--- src/rtl/lpen_pkg.sv ---
package lpen_pkg;
  typedef enum logic [2:0] {
    ST_IDLE,
    ST_CLEAR,
    ST_SETTLE,
    ST_SAMPLE,
    ST_GRANT
  } scan_st_e;
endpackage

--- src/rtl/lpen_edge_sync.sv ---
module lpen_edge_sync #(
  parameter bit RST_VAL = 1'b0
) (
  input  logic clk_i,
  input  logic rst_ni,
  input  logic d_i,
  output logic rise_o,
  output logic fall_o
);
  // [0],[1] synchronize, [2] holds previous synced value
  logic [2:0] sh_q;

  always_ff @(posedge clk_i or negedge rst_ni) begin
    if (!rst_ni) sh_q <= {3{RST_VAL}};
    else         sh_q <= {sh_q[1:0], d_i};
  end

  assign rise_o = sh_q[1] & ~sh_q[2];
  assign fall_o = ~sh_q[1] & sh_q[2];
endmodule

--- src/rtl/lpen_sense_latch.sv ---
module lpen_sense_latch (
  input  logic clk_i,
  input  logic rst_ni,
  input  logic set_i,
  input  logic clr_i,
  output logic flag_o
);
  always_ff @(posedge clk_i or negedge rst_ni) begin
    if (!rst_ni)    flag_o <= 1'b0;
    else if (clr_i) flag_o <= 1'b0;  // clear beats set
    else if (set_i) flag_o <= 1'b1;
  end
endmodule

--- src/rtl/lpen_scan_seq.sv ---
module lpen_scan_seq
  import lpen_pkg::*;
#(
  parameter int NUM_COLS      = 8,
  parameter int SETTLE_CYCLES = 4,
  parameter int NUM_SLAVES    = 2
) (
  input  logic                        clk_i,
  input  logic                        rst_ni,
  input  logic                        is_master_i,
  input  logic                        pen_fall_i,
  input  logic                        grant_rise_i,
  input  logic                        sensed_i,
  input  logic [NUM_SLAVES-1:0]       slave_done_i,
  output logic [NUM_COLS-1:0]         col_en_o,
  output logic                        clr_o,
  output logic                        active_o,
  output logic [NUM_SLAVES-1:0]       slave_grant_o,
  output logic                        res_valid_o,
  output logic                        res_hit_o,
  output logic                        res_remote_o,
  output logic [$clog2(NUM_COLS)-1:0] res_col_o
);
  localparam int COL_W = $clog2(NUM_COLS);
  localparam int CNT_W = $clog2(SETTLE_CYCLES + 1);
  localparam int SLV_W = (NUM_SLAVES > 1) ? $clog2(NUM_SLAVES) : 1;
  localparam logic [COL_W-1:0] LAST_COL = COL_W'(NUM_COLS - 1);
  localparam logic [SLV_W-1:0] LAST_SLV = SLV_W'(NUM_SLAVES - 1);
  localparam logic [CNT_W-1:0] LAST_CNT = CNT_W'(SETTLE_CYCLES - 1);

  scan_st_e         st_q;
  logic [COL_W-1:0] col_q;
  logic [CNT_W-1:0] cnt_q;
  logic [SLV_W-1:0] slv_q;
  logic             lit;

  assign lit      = (st_q == ST_CLEAR) || (st_q == ST_SETTLE) || (st_q == ST_SAMPLE);
  assign clr_o    = (st_q == ST_CLEAR);
  assign active_o = (st_q != ST_IDLE);

  for (genvar c = 0; c < NUM_COLS; c++) begin : g_col
    assign col_en_o[c] = lit && (col_q == COL_W'(c));
  end

  for (genvar s = 0; s < NUM_SLAVES; s++) begin : g_gnt
    assign slave_grant_o[s] = (st_q == ST_GRANT) && (slv_q == SLV_W'(s));
  end

  always_ff @(posedge clk_i or negedge rst_ni) begin
    if (!rst_ni) begin
      st_q         <= ST_IDLE;
      col_q        <= '0;
      cnt_q        <= '0;
      slv_q        <= '0;
      res_valid_o  <= 1'b0;
      res_hit_o    <= 1'b0;
      res_remote_o <= 1'b0;
      res_col_o    <= '0;
    end else begin
      res_valid_o <= 1'b0;
      unique case (st_q)
        ST_IDLE: begin
          if ((is_master_i && pen_fall_i) || (!is_master_i && grant_rise_i)) begin
            st_q  <= ST_CLEAR;
            col_q <= '0;
          end
        end
        ST_CLEAR: begin
          cnt_q <= '0;
          st_q  <= ST_SETTLE;
        end
        ST_SETTLE: begin
          if (cnt_q == LAST_CNT) st_q <= ST_SAMPLE;
          else                   cnt_q <= cnt_q + 1'b1;
        end
        ST_SAMPLE: begin
          if (sensed_i) begin
            st_q         <= ST_IDLE;
            res_valid_o  <= 1'b1;
            res_hit_o    <= 1'b1;
            res_remote_o <= 1'b0;
            res_col_o    <= col_q;
          end else if (col_q != LAST_COL) begin
            col_q <= col_q + 1'b1;
            st_q  <= ST_CLEAR;
          end else if (is_master_i) begin
            slv_q <= '0;
            st_q  <= ST_GRANT;
          end else begin
            st_q         <= ST_IDLE;
            res_valid_o  <= 1'b1;
            res_hit_o    <= 1'b0;
            res_remote_o <= 1'b0;
            res_col_o    <= '0;
          end
        end
        ST_GRANT: begin
          if (slave_done_i[slv_q]) begin
            if (sensed_i || slv_q == LAST_SLV) begin
              st_q         <= ST_IDLE;
              res_valid_o  <= 1'b1;
              res_hit_o    <= 1'b0;
              res_remote_o <= sensed_i;
              res_col_o    <= '0;
            end else begin
              slv_q <= slv_q + 1'b1;
            end
          end
        end
        default: st_q <= ST_IDLE;
      endcase
    end
  end
endmodule

--- src/rtl/lpen_share_ctrl.sv ---
module lpen_share_ctrl #(
  parameter int NUM_COLS      = 8,
  parameter int SETTLE_CYCLES = 4,
  parameter int NUM_SLAVES    = 2
) (
  input  logic                        clk_i,
  input  logic                        rst_ni,
  input  logic                        sense_pulse_i,
  input  logic                        pen_sw_ni,
  input  logic                        slave_ni,
  input  logic                        scan_grant_i,
  input  logic                        sh_sense_i,
  output logic                        sh_sense_oe_o,
  input  logic                        sh_reset_i,
  output logic                        sh_reset_oe_o,
  output logic [NUM_SLAVES-1:0]       slave_grant_o,
  input  logic [NUM_SLAVES-1:0]       slave_done_i,
  output logic [NUM_COLS-1:0]         col_en_o,
  output logic                        scan_active_o,
  output logic                        res_valid_o,
  output logic                        res_hit_o,
  output logic                        res_remote_o,
  output logic [$clog2(NUM_COLS)-1:0] res_col_o
);
  logic sense_rise, sense_fall_unused;
  logic sw_rise_unused, sw_fall;
  logic grant_rise, grant_fall_unused;
  logic flag, own_clr, is_master, sensed;

  assign is_master = slave_ni;

  lpen_edge_sync #(.RST_VAL(1'b0)) i_sense_sync (
    .clk_i, .rst_ni, .d_i(sense_pulse_i), .rise_o(sense_rise), .fall_o(sense_fall_unused)
  );

  lpen_edge_sync #(.RST_VAL(1'b1)) i_sw_sync (
    .clk_i, .rst_ni, .d_i(pen_sw_ni), .rise_o(sw_rise_unused), .fall_o(sw_fall)
  );

  lpen_edge_sync #(.RST_VAL(1'b0)) i_grant_sync (
    .clk_i, .rst_ni, .d_i(scan_grant_i), .rise_o(grant_rise), .fall_o(grant_fall_unused)
  );

  // shared reset line is the resolved wired-OR, own pull included
  lpen_sense_latch i_latch (
    .clk_i, .rst_ni, .set_i(sense_rise), .clr_i(sh_reset_i | own_clr), .flag_o(flag)
  );

  assign sensed        = is_master ? flag : sh_sense_i;
  assign sh_sense_oe_o = is_master & flag;
  assign sh_reset_oe_o = own_clr;

  lpen_scan_seq #(
    .NUM_COLS(NUM_COLS), .SETTLE_CYCLES(SETTLE_CYCLES), .NUM_SLAVES(NUM_SLAVES)
  ) i_seq (
    .clk_i, .rst_ni,
    .is_master_i  (is_master),
    .pen_fall_i   (sw_fall),
    .grant_rise_i (grant_rise),
    .sensed_i     (sensed),
    .slave_done_i (slave_done_i),
    .col_en_o     (col_en_o),
    .clr_o        (own_clr),
    .active_o     (scan_active_o),
    .slave_grant_o(slave_grant_o),
    .res_valid_o  (res_valid_o),
    .res_hit_o    (res_hit_o),
    .res_remote_o (res_remote_o),
    .res_col_o    (res_col_o)
  );
endmodule

--- config.mk ---
export PLATFORM = sky130hd
export DESIGN_NAME = lpen_share_ctrl
export DESIGN_NICKNAME = d
export VERILOG_FILES = /design/src/rtl/lpen_pkg.sv /design/src/rtl/lpen_edge_sync.sv /design/src/rtl/lpen_sense_latch.sv /design/src/rtl/lpen_scan_seq.sv /design/src/rtl/lpen_share_ctrl.sv
export SDC_FILE = /design/constraint.sdc
export NUM_CORES = 1
export LEC_CHECK = 0
export ABC_AREA = 1
export BUFFER_PORTS_ARGS = -buffer_cell sky130_fd_sc_hd__clkbuf_2
export CORE_ASPECT_RATIO = 0.75
export CORE_MARGIN = 3
export CORE_UTILIZATION = 48
export CTS_BUF_LIST = sky130_fd_sc_hd__clkbuf_2 sky130_fd_sc_hd__clkbuf_4 sky130_fd_sc_hd__clkbuf_8
export CTS_CLUSTER_SIZE = 25
export DETAILED_ROUTE_END_ITERATION = 12
export GPL_TIMING_DRIVEN = 0
export PLACE_DENSITY_LB_ADDON = 0.3
export SLEW_MARGIN = 20
export SYNTH_ARGS = -nofsm -noshare
export SYNTH_HDL_FRONTEND = slang
export SYNTH_SLANG_ARGS = --single-unit
--- constraint.sdc ---
create_clock -name clk_i -period 1.8 [get_ports clk_i]
set_input_delay 0.36 -clock clk_i [delete_from_list [all_inputs] [get_ports clk_i]]
set_output_delay 0.36 -clock clk_i [all_outputs]
set_load 0.05 [all_outputs]
==> metrics.md <==
| Metric | Value |
|---|---|
| Clock root cell | clkbuf_8 |
| CP max FO | 8 |
| Number of violations reported at the end of detailed-routing iteration 0 | slightly below 80 |
| Total wirelength of the detailed-routed design | around 3.3 mm |
| Arr. time, crit path | between 1 and 1.5 ns |
| Final std cells w/o fill | roughly 240 |
| Dpl cell area | 1590 um^2 |
| Number of global-route vias before repair | around 1,100 |
| Post-Route M1 WL | between 1 and 1.5 mm |
| Global-route wire length before repair | ~5 mm |
| Overall die width | 68.4 um |
| Vias per inst | between 5 and 6 |
| Worst-Margin Slew | 0.642 ns |
| Avg Synthesized Cell Area | 8.46 um^2 |
| Area leader, netlist | dfrtp_1 |
| Clock net sink count | 26 |
| Clock H-tree levels | 1 |
| Post-synthesis register bit count | 26 |
| Setup repair after global routing missed its margin | true |
| Fraction of final layout cells with drive strength greater than 1 | 0.410 |
| Global-route usage over all layers | 0.192 |
| Synthesis-to-finish area growth | 30.7% |
| Number of placement rows | 16 |
| Number of clock buffers inserted by TritonCTS | 3 |
| Routed via count | around 1,200 |
| Layout Nets | 225 |
| Number of distinct library cells after synthesis | 20 |
| CTS Hold Bufs | 0 |
| Worst Path Required | between 1 and 1.5 ns |
| Antenna Cells | 0 |
| Largest net degree at the start of global routing | 27 |
| CTS tree | built |
| Cell area after layout | about 1800 um^2 |
| Detailed placer's ending HPWL | about 2.3 mm |
| Leading post-synthesis cells by cell area | dfrtp_1 41%, nand2_1 11%, ha_1 8.0% |
| Clock Latency Late Sink | between 0.2 and 0.3 ns |
| Worst Setup Start Kind | flop |
| DRC Markers | 0 |
| Final hold slack | between 0.09 and 0.1 ns |
| Routed len/inst | around 13 um |
| Final-report setup violation count | 0 |
| Die area | 3620 um^2 |
| Crit Path Category | reg -> out |
| Number of endpoints with negative hold slack in the final report | 0 |
| Final GP Congestion | approximately 0.94 |
| Maximum ir drop on the vdd rail | 0.774 mV |
| Fill cell total of the finished layout | about 220 |
| Layout Skew | 0.00213 ns |
| Met3 routed WL | 144 um |
| Number of antenna violations at the first check in global routing | 0 |
| Count of buffers inserted at the top-level ports | 28 |
| Die height | 52.8 um |
| Antenna viol nets, final | 0 |
| Overall power consumption | 2.33 mW |
| Static leakage | around 0.94 nW |
| Headroom to the max-slew limit | 0.572 |
| Clock-pin slew on the worst setup and hold paths | 0.09 ns |
| Longest Clk Path Bufs | 2 |
| Core outline area | 2700 um^2 |
| Timing-limited maximum frequency | 0.566 GHz |
| Initial Utilization | 0.519 |
| Max cap viols | 0 |
| Synthesis warning total | 0 |
| Router iterations before antenna repair | 4 |
| Synthesized netlist cell count | around 170 |
| Final-report max-slew violation count | 0 |
| I/O pin total | 29 |
| Class of the worst hold path | in -> async |
| PD cells | 1270 nW/um^2 |
| Highest routed metal layer | met4 |
| GR Overflow Total | 0 |
| Proportion of synthesized chip area in sequential cells | 0.466 |
| Category of the worst setup path capture point | output port |
| Wire length on met2 | 1.68 mm |
| Net count after synthesis | between 150 and 200 |
| Share of the synthesized area in the top cell type | 0.410 |
| Final Cycle Share | 0.982 |
| Post-synthesis cell area | between 1000 and 1500 um^2 |
| Placed Instances | 230 |
| Tmin final | about 1.8 ns |
| Status | finished, final reports clean |
worst paths after layout:
| path | start | to | slack [ns] | depth (start not counted) |
|---|---|---|---|---|
| max | i_seq.st_q[0]$_DFFE_PN0P_ | col_en_o[4] | 0.03 | 5 |
| min | rst_ni | i_seq.res_col_o[0]$_DFFE_PN0P_ | 0.09 | 1 |
| max reg2reg | i_seq.col_q[0]$_DFFE_PN0P_ | i_seq.res_col_o[2]$_DFFE_PN0P_ | 0.19 | 10 |
| min reg2reg | i_sense_sync.sh_q[0]$_DFF_PN0_ | i_sense_sync.sh_q[1]$_DFF_PN0_ | 0.35 | 0 |
| max in group asynchronous | rst_ni | i_seq.col_q[0]$_DFFE_PN0P_ | 1.26 | 1 |
| min in group clk_i | pen_sw_ni | i_sw_sync.sh_q[0]$_DFF_PN1_ | 0.16 | 1 |
stage by stage:
stage                     utilization  TNS (ns)  worst slack, ns
after floorplan                     -     -2.08           -0.341
after CTS                       0.638    -0.101          -0.0303
final                           0.679         0           0.0326
after global routing            0.679    -0.180          -0.0558
after global placement          0.588         0            0.147
after detailed placement        0.588         0           0.0933
critical path: stages (launching register included):
cell      delay [ns]
dfrtp_2         0.41
inv_1           0.09
nand2_2         0.10
nand2_4         0.11
nor3_2          0.21
clkbuf_8        0.21
state kept, by name, indices dropped and copies added (netlist names):
signal,cells
i_grant_sync.sh_q,3
i_latch.flag_o,1
i_sense_sync.sh_q,3
i_seq.cnt_q,3
i_seq.col_q,3
i_seq.res_col_o,3
i_seq.res_hit_o,1
i_seq.res_remote_o,1
i_seq.res_valid_o,1
i_seq.slv_q,1
i_seq.st_q,3
i_sw_sync.sh_q,3
routing by layer:
metal  vias up  global-route usage
met1       580               0.246
met4         0              0.0528
li1        595                   -
met2        35               0.312
met3         4              0.0558
met5         -                   0
power breakdown:
| part | internal (mW) | total [mW] | switching, mW |
|---|---|---|---|
| Sequential | 0.689 | 0.768 | 0.0787 |
| Combinational | 0.363 | 1.18 | 0.817 |
| Clock | 0.196 | 0.381 | 0.185 |
| Total | 1.25 | 2.33 | 1.08 |
area by class of cell:
| type | instances | area, um^2 | area share |
|---|---|---|---|
| Clock buffer | 4 | 55.1 | 0.0300 |
| Inverter | 23 | 88.8 | 0.0484 |
| Multi-Input combinational cell | 117 | 733 | 0.400 |
| Sequential cell | 26 | 661 | 0.360 |
| Tap cell | 36 | 45.0 | 0.0246 |
| Timing Repair Buffer | 35 | 251 | 0.137 |
kinds of logic (layout without fill, tap and decap cells):
group	after synthesis	count (layout)	synth area share
simple gates	97	97	0.350
flops	26	26	0.466
fa+ha+maj	9	9	0.0802
compound gates	11	11	0.0419
buf+inv	23	62	0.0615
layout by cell type (no fill, tap or decap), drive strengths merged:
| master | instances |
|---|---|
| nand2 | 50 |
| nor2 | 24 |
| inv | 23 |
| dfrtp | 23 |
| clkbuf | 23 |
| buf | 16 |
| nand3 | 12 |
| ha | 9 |
| o21ai | 7 |
| nor3 | 7 |
| a21oi | 3 |
| dfstp | 3 |
| nand3b | 3 |
| nand4 | 1 |
| a22o | 1 |
synthesized netlist by cell type:
cell type and number:
nor3_1 7, nand2_2 8, nand3_2 2, nor2_1 17
nand3b_4 1, o21ai_0 7, nand4_1 1, ha_1 9
a21oi_1 3, nand2_1 40, inv_1 21, inv_2 2
nand3_1 10, dfstp_2 3, nor2_4 3, dfrtp_1 23
nand2_4 2, nor2_2 4, nand3b_1 2, a22o_1 1
what timing repair did:
item	CTS	global route
setup endpoints to repair	10	11
resized for setup	20	30
setup buffers	3	4
pin swaps	1	6
endpoints found under the hold margin	0	0
(Power assumes the default switching activity.)
